<file path="config.mk">
export PLATFORM = sky130hd
export DESIGN_NAME = intr_unit
export DESIGN_NICKNAME = d
export VERILOG_FILES = /design/src/rtl/intr_unit.sv
export SDC_FILE = /design/constraint.sdc
export NUM_CORES = 1
export LEC_CHECK = 0
export BUFFER_PORTS_ARGS = -buffer_cell sky130_fd_sc_hd__buf_2
export CAP_MARGIN = 20
export CELL_PAD_IN_SITES_DETAIL_PLACEMENT = 0
export CELL_PAD_IN_SITES_GLOBAL_PLACEMENT = 1
export CORE_MARGIN = 5
export CORE_UTILIZATION = 37
export CTS_CLUSTER_DIAMETER = 150
export DETAILED_ROUTE_END_ITERATION = 16
export HOLD_SLACK_MARGIN = 0.02
export PLACE_DENSITY_LB_ADDON = 0.1
export SKIP_LAST_GASP = 1
export SLEW_MARGIN = 30
export SYNTH_ARGS = -nofsm -noshare
export SYNTH_HDL_FRONTEND = slang
export SYNTH_SLANG_ARGS = --single-unit
export TNS_END_PERCENT = 5
</file>
<file path="constraint.sdc">
create_clock -name clk -period 4.4 [get_ports clk]
set_clock_uncertainty 0.05 [all_clocks]
set_input_delay 0.88 -clock clk [delete_from_list [all_inputs] [get_ports clk]]
set_output_delay 0.88 -clock clk [all_outputs]
set_load 0.01 [all_outputs]
</file>
<file path="src/rtl/intr_unit.sv">
module intr_unit #(
  parameter int PC_W    = 32,
  parameter int INFO_W  = 16,
  parameter int TYPE_W  = 8,
  parameter int VEC_LSB = 4,
  parameter int OP_W    = 5,
  parameter int OP_RFI  = 29,
  parameter int OP_EN   = 10,
  parameter int OP_DIS  = 11,
  parameter int OP_SAVE = 16,
  parameter int OP_RSTR = 17
) (
  input  logic              clk,
  input  logic              rst_n,
  input  logic              run,
  input  logic              fetch_start,
  input  logic              irq_req,
  input  logic [TYPE_W-1:0] src_type,
  input  logic [INFO_W-1:0] src_info,
  input  logic [PC_W-1:0]   cur_pc,
  input  logic              op_valid,
  input  logic [OP_W-1:0]   opcode,
  input  logic [PC_W-1:0]   rd_a_data,
  input  logic [PC_W-1:0]   rd_b_data,
  output logic              irq_ack,
  output logic              fetch_go,
  output logic              pc_load,
  output logic [PC_W-1:0]   new_pc,
  output logic              ie,
  output logic              wr_a_en,
  output logic [PC_W-1:0]   wr_a_data,
  output logic              wr_b_en,
  output logic [PC_W-1:0]   wr_b_data
);
  localparam int VEC_HI = VEC_LSB + TYPE_W;
  localparam int PAD_W  = PC_W - INFO_W;

  logic [PC_W-1:0]   saved_pc;
  logic [INFO_W-1:0] cause;
  logic              take;
  logic [PC_W-1:0]   vector;

  assign take     = run & fetch_start & irq_req & ie;
  assign fetch_go = run & fetch_start & ~take;
  assign vector   = {{(PC_W-VEC_HI){1'b0}}, src_type, {VEC_LSB{1'b0}}};

  always_ff @(posedge clk) begin
    if (!rst_n) begin
      ie        <= 1'b0;
      saved_pc  <= '0;
      cause     <= '0;
      irq_ack   <= 1'b0;
      pc_load   <= 1'b0;
      new_pc    <= '0;
      wr_a_en   <= 1'b0;
      wr_a_data <= '0;
      wr_b_en   <= 1'b0;
      wr_b_data <= '0;
    end else begin
      irq_ack <= 1'b0;
      pc_load <= 1'b0;
      wr_a_en <= 1'b0;
      wr_b_en <= 1'b0;
      if (take) begin
        saved_pc <= cur_pc;
        cause    <= src_info;
        ie       <= 1'b0;
        new_pc   <= vector;
        pc_load  <= 1'b1;
        irq_ack  <= 1'b1;
      end else if (op_valid) begin
        case (opcode)
          OP_W'(OP_RFI): begin
            new_pc  <= saved_pc;
            pc_load <= 1'b1;
            ie      <= 1'b1;
          end
          OP_W'(OP_EN):  ie <= 1'b1;
          OP_W'(OP_DIS): ie <= 1'b0;
          OP_W'(OP_SAVE): begin
            wr_a_en   <= 1'b1;
            wr_a_data <= {{PAD_W{1'b0}}, cause};
            wr_b_en   <= 1'b1;
            wr_b_data <= saved_pc;
          end
          OP_W'(OP_RSTR): begin
            cause    <= rd_a_data[INFO_W-1:0];
            saved_pc <= rd_b_data;
          end
          default: ;
        endcase
      end
    end
  end
endmodule


</file>
==> impl_metrics.yaml <==
status:
  run_status: "completed"
timing:
  max_freq_mhz: 445.4
  normalized_max_slew_margin: 0.5214
  finalSetupTns_ns: 0
  setup_violators_final: 0
  timing_worst_slew_pin_value_ns: 0.7180
  slew_viol_final: 0
  layout_worst_path_cycle_share: 0.5103
  finalWorstPathRequiredPeriod_ns: 2.245
  setup_repair_after_global_routing_missed_its_margin: "false"
  setup_slack_ns: 2.155
  hold_violations: 0
yosys:
  yosysUniqueCellTypes: 29
  number_of_flip_flops_and_latches_in_the_synthesized_netlist: 132
  syn-mean-instance-area_um2: 8.252
  yosys_warnings: 0
  mappedNetlistArea_um2: 5644
  synth_seq_area_share: 0.4682
  netlist_instances: 684
drt:
  routed_wire_length_per_instance_um: 17.59
  ant_nets: 0
  drt_drc_violations_left: 0
  num_vias: 5605
  drt_first_iter_violations: 431
  routed_wirelength_um: 18380
  first_pass_detailed_route_iteration_total: 5
  vias_per_cell: 5.364
min_path:
  worstHoldPathType: "reg2reg"
  hold_start: "wr_b_data[23]"
floorplanning:
  die-area_um2: 17820
  io-pin-count: 233
  floorplan.rows: 45
  start_util: 0.3740
  fp.dieH_um: 133.5
  die_width_um: 133.5
  floorplan.core_area_um2: 15090
clock_tree:
  cts_sinks: 132
  number_of_resized_instances_in_the_post_cts_repair_step: 0
  cts-buffers-inserted: 17
  clk_buf_depth: 2
  clk_latency_ns: 0.42
  tritoncts: "done"
  master_cell_of_the_clock_root_buffer: "clkbuf_16"
  cts_max_level: 4
  postCtsHoldBufs: 0
  clkSlewWorstSetupHoldPaths_ns: 0.06
  post_cts_buffers: 0
placed_design:
  place.port_buffers: 200
  dp.cells: 1010
  finalWeightedCongestion: 0.7899
  place_worst_setup_slack_ns: 1.390
  detailedPlacementHpwl_um: 11930
global_routing:
  grt_max_degree: 81
  grt_first_pass_wirelength_um: 29200
  antenna_found_initial: 5
  overflow: 0
  grt_util_all_layers: 0.2051
  first_global_vias: 5485
worst_setup_path:
  timing.critical_path.from: "run"
  critical_path_class: "in2reg"
  crit_path_dat_ns: 2.51
  timing.rr.end: "wr_b_en"
  r2r_slack_ns: 2.35
  crit_path_end_kind: "flip-flop"
  crit_path_max_fanout: 73
  timing.reg2reg.worst_path_depth: 4
  critPathRequiredTime_ns: 4.66
  worst_setup_path_start_kind: "input pin"
  worst_path_max_delay_cell: "buf_4"
  crit_path_end: "wr_b_en"
  worst_path_largest_cell_delay_ns: 0.55
  critical_path.cell_chain: "buf_2 -> nand4_1 -> buf_4 -> nand2_2 -> nor4_1"
  worst_r2r_startpoint: "ie"
finish:
  layout.nets: 972
  layout-area-overhead-vs-synth_pct: 29.00
  mostFrequentLayoutCells: "buf_2 (199), o21ai_0 (133), dfxtp_1 (132)"
  final_layout_size_suffix_gt1_frac: 0.2904
  finalNonFillerCells: 1045
  layout.core_utilization: 0.4825
  most_common_cell_after_layout_fill_and_taps_aside: "buf_2"
power_and_ir_drop:
  finalPower_uw: 2913
  ir_drop_v: 0.0003024
  leakagePower_uw: 0.002852
  powerDensity_nw_per_um2: 400.1
job:
  maxcap_violations: 0
-- metrics by stage --
step / area [um^2] / hold slack [ns]
3_5_place_dp: 6623 / 0.3933
2_1_floorplan: 5700 / 0.3845
3_3_place_gp: 6614 / 0.3894
6_report: 7281 / 0.4003
4_1_cts: 7268 / 0.4062
5_1_grt: 7278 / 0.4228
-- synth_stat cells --
library cell	count	area [um^2]
buf_1	1	3.750
clkbuf_1	48	180.2
nor2b_1	1	6.260
nand3_1	81	405.4
dfxtp_1	132	2643
o21ai_0	133	665.6
nor4_1	1	6.260
nand4bb_4	1	27.53
conb_1	1	3.750
a31oi_1	56	350.3
nand4_1	1	6.260
and4bb_2	1	12.51
buf_4	18	135.1
buf_2	17	85.08
nor4_2	1	12.51
clkbuf_2	1	5.000
nand4b_1	1	8.760
o21ai_1	3	15.01
and4_1	2	17.52
a211oi_1	1	7.510
and4b_1	1	10.01
inv_1	1	3.750
nand2b_1	1	6.260
and2_1	1	6.260
buf_6	2	22.52
nand2_1	99	371.6
mux2i_1	48	480.5
nor2_1	3	11.26
a21oi_1	27	135.1
-- metal layers --
layer  vias up  global-route usage  routed length, um
met3        26             0.06722               1516
met5         -                   0                 28
li1       2725                   -                  -
met1      2645              0.2694               8040
met4         6             0.06686                261
met2       203              0.3200               8537
-- power by group --
part | internal (uW) | switching [uW] | leakage [uW]
sequential | 1200 | 4.99 | 0.00106
clock | 1020 | 519 | 0.000319
combinational | 59.7 | 107 | 0.00147
total | 2280 | 630 | 0.00285
-- cell families after synthesis --
group,after synthesis,share of synthesized area
other cells,1,0.0006644
mux,48,0.08513
flops,132,0.4682
buf+inv,88,0.07714
simple gates,195,0.1609
compound gates,220,0.2079
-- registers in the layout (all words and copies together), names as in the netlist --
name and count:
wr_b_en 1, irq_ack 1, saved_pc 32, ie 1, pc_load 1, wr_a_data 16
new_pc 32, wr_b_data 32, cause 16
-- worst min path at each step --
stage                         end  cells past startpoint  slack (ns)
global placement    wr_b_data[16]                      2        0.39
floorplan            wr_a_data[0]                      2        0.38
global route         wr_b_data[8]                      2        0.42
CTS                 wr_b_data[24]                      2        0.41
detailed placement   wr_b_data[6]                      2        0.39
finish              wr_b_data[23]                      2        0.40
-- cell type report --
class | count | area (um^2)
clock inverter | 9 | 147.6
tap | 188 | 235.2
antenna | 3 | 7.507
timing repair buffer | 210 | 1091
inverter | 1 | 3.754
sequential | 132 | 2643
fill | 1524 | 7809
multi-input combinational | 479 | 2655
clock buffer | 23 | 498.0
-- critical path: cells and delay by family --
family                 cells  cell delay [ns]
buffers and inverters      2             0.66
AND/OR/NAND/NOR            3             0.93
Power figures use the tool's default switching activity.
